## src/rtl/seq_tmr_pkg.sv

```systemverilog
package seq_tmr_pkg;

  // Life cycle of one delay timer
  typedef enum logic [1:0] {
    TS_IDLE = 2'd0,
    TS_RUN  = 2'd1,
    TS_DONE = 2'd2
  } tmr_state_e;

endpackage

```

## src/rtl/seq_rst_sync.sv

```systemverilog
// Asynchronous assertion, clocked two-stage release.
module seq_rst_sync (
  input  logic clk,
  input  logic arst_n,
  output logic srst_n
);

  logic stage_q;
  logic out_q;

  always_ff @(posedge clk or negedge arst_n) begin
    if (!arst_n) begin
      stage_q <= 1'b0;
      out_q   <= 1'b0;
    end else begin
      stage_q <= 1'b1;
      out_q   <= stage_q;
    end
  end

  assign srst_n = out_q;

endmodule

```

## src/rtl/seq_tick_div.sv

```systemverilog
// Free-running divider producing a one-cycle tick every DIV clocks.
module seq_tick_div #(
  parameter int DIV = 32
) (
  input  logic clk,
  input  logic rst_n,
  output logic tick_o
);

  localparam int CW = (DIV > 1) ? $clog2(DIV) : 1;

  logic [CW-1:0] cnt_q;
  logic [CW-1:0] cnt_d;
  logic          wrap;

  assign wrap = (cnt_q == CW'(DIV - 1));

  always_comb begin
    if (wrap) cnt_d = '0;
    else      cnt_d = cnt_q + CW'(1);
  end

  always_ff @(posedge clk or negedge rst_n) begin
    if (!rst_n) cnt_q <= '0;
    else        cnt_q <= cnt_d;
  end

  assign tick_o = wrap;

endmodule

```

## src/rtl/seq_oneshot.sv

```systemverilog
// One delay timer: exponent prescaler followed by a mantissa counter.
module seq_oneshot
  import seq_tmr_pkg::*;
#(
  parameter int EXP_W = 4,
  parameter int MAN_W = 3
) (
  input  logic                   clk,
  input  logic                   rst_n,
  input  logic                   tick_i,
  input  logic                   start_i,
  input  logic [EXP_W+MAN_W-1:0] code_i,
  output logic                   done_o
);

  localparam int CODE_W = EXP_W + MAN_W;
  localparam int PRE_W  = (1 << EXP_W) - 1;  // bits for the widest exponent
  localparam int CNT_W  = MAN_W + 1;         // holds 2^MAN_W + m - 1

  tmr_state_e       state_q, state_d;
  logic             start_q;
  logic [EXP_W-1:0] exp_q, exp_d;
  logic [MAN_W-1:0] man_q, man_d;
  logic [PRE_W-1:0] pre_q, pre_d;
  logic [CNT_W-1:0] cnt_q, cnt_d;

  logic             rise;
  logic [PRE_W-1:0] pre_lim;
  logic [CNT_W-1:0] cnt_lim;
  logic             pre_wrap;
  logic             cnt_last;

  assign rise     = start_i & ~start_q;
  assign pre_lim  = ~({PRE_W{1'b1}} << exp_q);
  assign cnt_lim  = CNT_W'({MAN_W{1'b1}}) + CNT_W'(man_q);
  assign pre_wrap = (pre_q == pre_lim);
  assign cnt_last = (cnt_q == cnt_lim);

  always_comb begin
    state_d = state_q;
    exp_d   = exp_q;
    man_d   = man_q;
    pre_d   = pre_q;
    cnt_d   = cnt_q;
    unique case (state_q)
      TS_IDLE: begin
        if (rise) begin
          state_d = TS_RUN;
          exp_d   = code_i[CODE_W-1 -: EXP_W];
          man_d   = code_i[MAN_W-1:0];
          pre_d   = '0;
          cnt_d   = '0;
        end
      end
      TS_RUN: begin
        if (!start_i) begin
          state_d = TS_IDLE;
        end else if (tick_i) begin
          if (pre_wrap) begin
            pre_d = '0;
            if (cnt_last) state_d = TS_DONE;
            else          cnt_d   = cnt_q + CNT_W'(1);
          end else begin
            pre_d = pre_q + PRE_W'(1);
          end
        end
      end
      TS_DONE: begin
        if (!start_i) state_d = TS_IDLE;
      end
      default: state_d = TS_IDLE;
    endcase
  end

  always_ff @(posedge clk or negedge rst_n) begin
    if (!rst_n) begin
      state_q <= TS_IDLE;
      start_q <= 1'b0;
      exp_q   <= '0;
      man_q   <= '0;
      pre_q   <= '0;
      cnt_q   <= '0;
    end else begin
      state_q <= state_d;
      start_q <= start_i;
      exp_q   <= exp_d;
      man_q   <= man_d;
      pre_q   <= pre_d;
      cnt_q   <= cnt_d;
    end
  end

  assign done_o = (state_q == TS_DONE);

endmodule

```

## src/rtl/seq_timer_bank.sv

```systemverilog
// Bank of independent sequencing delay timers on one shared tick.
module seq_timer_bank #(
  parameter int NUM_TMR  = 4,
  parameter int TICK_DIV = 32,
  parameter int EXP_W    = 4,
  parameter int MAN_W    = 3
) (
  input  logic                               clk,
  input  logic                               rst_n,
  input  logic [NUM_TMR-1:0]                 start_i,
  input  logic [NUM_TMR*(EXP_W+MAN_W)-1:0]   code_i,
  output logic [NUM_TMR-1:0]                 done_o
);

  localparam int CODE_W = EXP_W + MAN_W;

  logic srst_n;
  logic tick;

  seq_rst_sync u_rst (
    .clk    (clk),
    .arst_n (rst_n),
    .srst_n (srst_n)
  );

  seq_tick_div #(
    .DIV (TICK_DIV)
  ) u_tick (
    .clk    (clk),
    .rst_n  (srst_n),
    .tick_o (tick)
  );

  for (genvar gi = 0; gi < NUM_TMR; gi++) begin : g_tmr
    seq_oneshot #(
      .EXP_W (EXP_W),
      .MAN_W (MAN_W)
    ) u_shot (
      .clk     (clk),
      .rst_n   (srst_n),
      .tick_i  (tick),
      .start_i (start_i[gi]),
      .code_i  (code_i[gi*CODE_W +: CODE_W]),
      .done_o  (done_o[gi])
    );
  end

endmodule

```

## config.mk

```make
export PLATFORM = sky130hd
export DESIGN_NAME = seq_timer_bank
export DESIGN_NICKNAME = d
export VERILOG_FILES = /design/src/rtl/seq_tmr_pkg.sv /design/src/rtl/seq_rst_sync.sv /design/src/rtl/seq_tick_div.sv /design/src/rtl/seq_oneshot.sv /design/src/rtl/seq_timer_bank.sv
export SDC_FILE = /design/constraint.sdc
export NUM_CORES = 1
export LEC_CHECK = 0
export BUFFER_PORTS_ARGS = -buffer_cell sky130_fd_sc_hd__clkbuf_2
export CORE_ASPECT_RATIO = 0.6
export CORE_MARGIN = 4
export CORE_UTILIZATION = 50
export DETAILED_ROUTE_END_ITERATION = 7
export PLACE_DENSITY = 0.67
export SYNTH_ARGS = -nofsm -noshare
export SYNTH_HDL_FRONTEND = slang
export SYNTH_HIERARCHICAL = 1
export SYNTH_SLANG_ARGS = --single-unit
```

## constraint.sdc

```tcl
create_clock -name clk -period 4.95 [get_ports clk]
set_input_delay 0.495 -clock clk [delete_from_list [all_inputs] [get_ports clk]]
set_output_delay 0.495 -clock clk [all_outputs]
set_load 0.1 [all_outputs]
```

==> results.md <==
* Outcome: finished, final reports clean
* CTS tree: yes
* P_leak at 3.67 nW
* Warnings from Yosys at 6
* Syn nets at 905
* Share of cells above drive strength 1 at 15.4%
* Endpoints failing hold at 0
* Synth Cell Area at 7810 um2
* Clock skew at 0.0134 ns
* I/O pins at 38
* Filler cells at 1371
* Clock tree buffer depth at 2
* Setup crit start kind: flop
* DIE AREA at 17700 um2
* Root Driver: clkbuf_16
* CP Cell Sequence: ha_1 > and3_2 > ha_1 > nand2_1 > a21oi_1 > nand4_1 > nor2_1 > nand3_1 > xor2_1 > nor2_1
* Slew Limit Headroom at 30.9%
* Async S/R FF share, synth at 100%
* Number of max-cap violations at 0
* Vias in the first global route at 5839
* Worst EP required at 5.23 ns
* PD cells at 355 nW/um2
* Post-DR vias/cell at 5.88
* Num rows at 35
* Worst skew pair latency at 0.42 ns
* CTS Buf Count at 17
* Worst hold path type: primary input to flop
* First-pass GRT wire length at 29.9 mm
* Syn_area_per_cell at 9.11 um2
* First-pass DRT Iterations at 5
* Synth Flop Type: dfrtp_1
* Slowest cell on crit path: a21oi_1
* Multi-input gate area at 4400 um2
* DRT iter0 DRCs at 581
* Clock sink count at 123
* Most common cell after layout, fill and taps aside: dfrtp_1
* Most frequent cells in the layout: dfrtp_1 (122), nand2_1 (94), nor2_1 (89)
* DRT Wirelength at 17.7 mm
* Largest stage delay, worst path at 0.54 ns
* Register area share after synthesis at 39.4%
* Antenna-violating nets left at 0
* WL/cell at 16.1 um
* Sequential cell area at 3080 um2
* Fin Hold WS at 0.248 ns
* Post-synth EDFFs at 0
* Port buffer count at 37
* Setup violators final at 0
* Setup crit end kind: flop
* Clock-pin slew on the worst setup and hold paths at 0.06 ns
* Initial antenna violation count at 0
* Die span in y at 105 um
* CORE AREA at 15300 um2
* Gr ovfl total at 0
* Area Growth Syn to Fin at 11.6%
* RSZ-0062 raised after global routing: false
* Post-route DRC at 0
* Synth unique cells at 71
* Final Wtd Congestion at 0.846
* Largest net degree at the start of global routing at 83
* Crit path DAT at 3.25 ns
* Dpl hpwl at 12.5 mm
* # H-tree levels at 4
* Tmin final at 2.97 ns
* Slew Viols, Final at 0
* Die W at 169 um
* #FFs+latches synth at 123
* Mapped Cells at 857
* GRT Total Usage at 20.5%
* Cell family with most CP delay: simple AND/OR/NAND/NOR gates
* Nets at 932
* Actual slew at the worst max-slew pin at 1.04 ns
* Initial core utilization at 50.9%
* Via count at 6468
* CP Buf/Inv Count at 0
* Worst vdd rail ir drop at 204 uV
* Largest fanout on the critical path at 12
* Ant diodes at 0
* Setup TNS at 0 ns
* Fmax at 336 MHz
* Kind of critical path: flop to flop
* Post-CTS resize count at 0
* Final period utilization at 60.1%
[where the power goes]
part,internal (mW),switching [mW]
logic,0.235,0.296
registers,1.08,0.172
clock network,0.842,0.467
total,2.15,0.935
[layer usage]
metal | track usage [%] | vias to the layer above | part of all wire (%)
met5 | 0 | - | 0
met2 | 26.9 | 192 | 40
met3 | 4.42 | 15 | 6.1
met4 | 5.40 | 0 | 0.65
li1 | - | 3169 | -
met1 | 33.4 | 3092 | 53
[worst reg2reg max path, delay by kind of cell, from the launching register on]
family | cells | cell delay, ns
and+or+nand+nor | 6 | 1.09
adders and majority gates | 2 | 0.68
AOI/OAI and AO/OA | 1 | 0.54
DFF | 1 | 0.38
xor gates and xnor gates | 1 | 0.15
[cell families after synthesis]
family          count (synthesis)  share of synthesized area (%)
xor+xnor                       62                           6.96
simple gates                  367                           26.0
flops                         123                           39.4
compound gates                207                           18.8
mux                            16                           2.32
other cells                     1                         0.0480
buf+inv                        67                           4.25
fa+ha+maj                      14                           2.24
[final timing paths]
kind	startpoint	end	slack (ns)	cells past startpoint
worst max-delay path	u_tick/cnt_q[0]	g_tmr[1].u_shot/pre_q[10]	1.98	10
worst min-delay path	start_i[3]	g_tmr[3].u_shot/start_q	0.25	1
worst max register to register	u_tick/cnt_q[0]	g_tmr[1].u_shot/pre_q[10]	1.98	10
worst min register to register	u_rst/srst_n	g_tmr[1].u_shot/pre_q[0]	0.30	0
max in group asynchronous	u_rst/srst_n	g_tmr[2].u_shot/cnt_q[0]	3.22	1
min in group asynchronous	u_rst/srst_n	g_tmr[1].u_shot/pre_q[0]	0.30	0
[what timing repair did]
action                    CTS  global route
hold endpoints to repair    2             0
setup buffers               0             0
hold buffers                1             0
[layout make-up]
type | instances | share of cell area (%)
Clock buffer | 21 | 5.52
Inverter | 33 | 1.51
Clock inverter | 11 | 1.62
Timing Repair Buffer | 42 | 2.59
Tap cell | 203 | 2.92
Multi-Input combinational cell | 667 | 50.5
Sequential cell | 123 | 35.4
[through the flow]
stage               worst slack (ns)  total power [mW]  cell area (um2)  utilization (%)  std cells
floorplan                       1.27              1.69             7810                -        857
global placement                2.10              1.78             8080             52.7       1067
detailed placement              2.00              1.79             8080             52.7       1067
CTS                             1.98              3.12             8710             56.8       1100
global route                    1.69              3.25             8710             56.8       1100
finish                          1.98              3.09             8710             56.8       1100
[state kept, by name (all words and copies together), names as in the netlist]
signal / flops
g_tmr.u_shot/cnt_q: 16
g_tmr.u_shot/exp_q: 16
g_tmr.u_shot/man_q: 12
g_tmr.u_shot/pre_q: 60
g_tmr.u_shot/start_q: 4
g_tmr.u_shot/state_q: 8
u_rst/srst_n: 1
u_rst/stage_q: 1
u_tick/cnt_q: 5
[Yosys cell counts (7+ instances only)]
cell	instances	area share [%]
nand3_1	22	1.4
xnor2_1	32	3.6
dfrtp_1	123	39
o21ai_0	47	3.0
inv_1	30	1.4
a211oi_1	11	1.1
nor4_2	9	1.4
o21ai_1	13	0.83
ha_1	14	2.2
mux2_2	13	1.9
buf_2	13	0.83
nor4_1	11	0.88
and3_1	14	1.1
a31oi_1	7	0.56
or4_4	7	1.0
nor2b_1	27	2.2
nor3_1	12	0.77
o31ai_1	11	1.1
nand2_1	94	4.5
a21oi_1	34	2.2
nor2_1	89	4.3
clkbuf_1	12	0.58
xor2_1	30	3.4
nand2b_1	17	1.4
nand4_1	24	1.9
No activity file was read; power rests on OpenSTA's default activity.
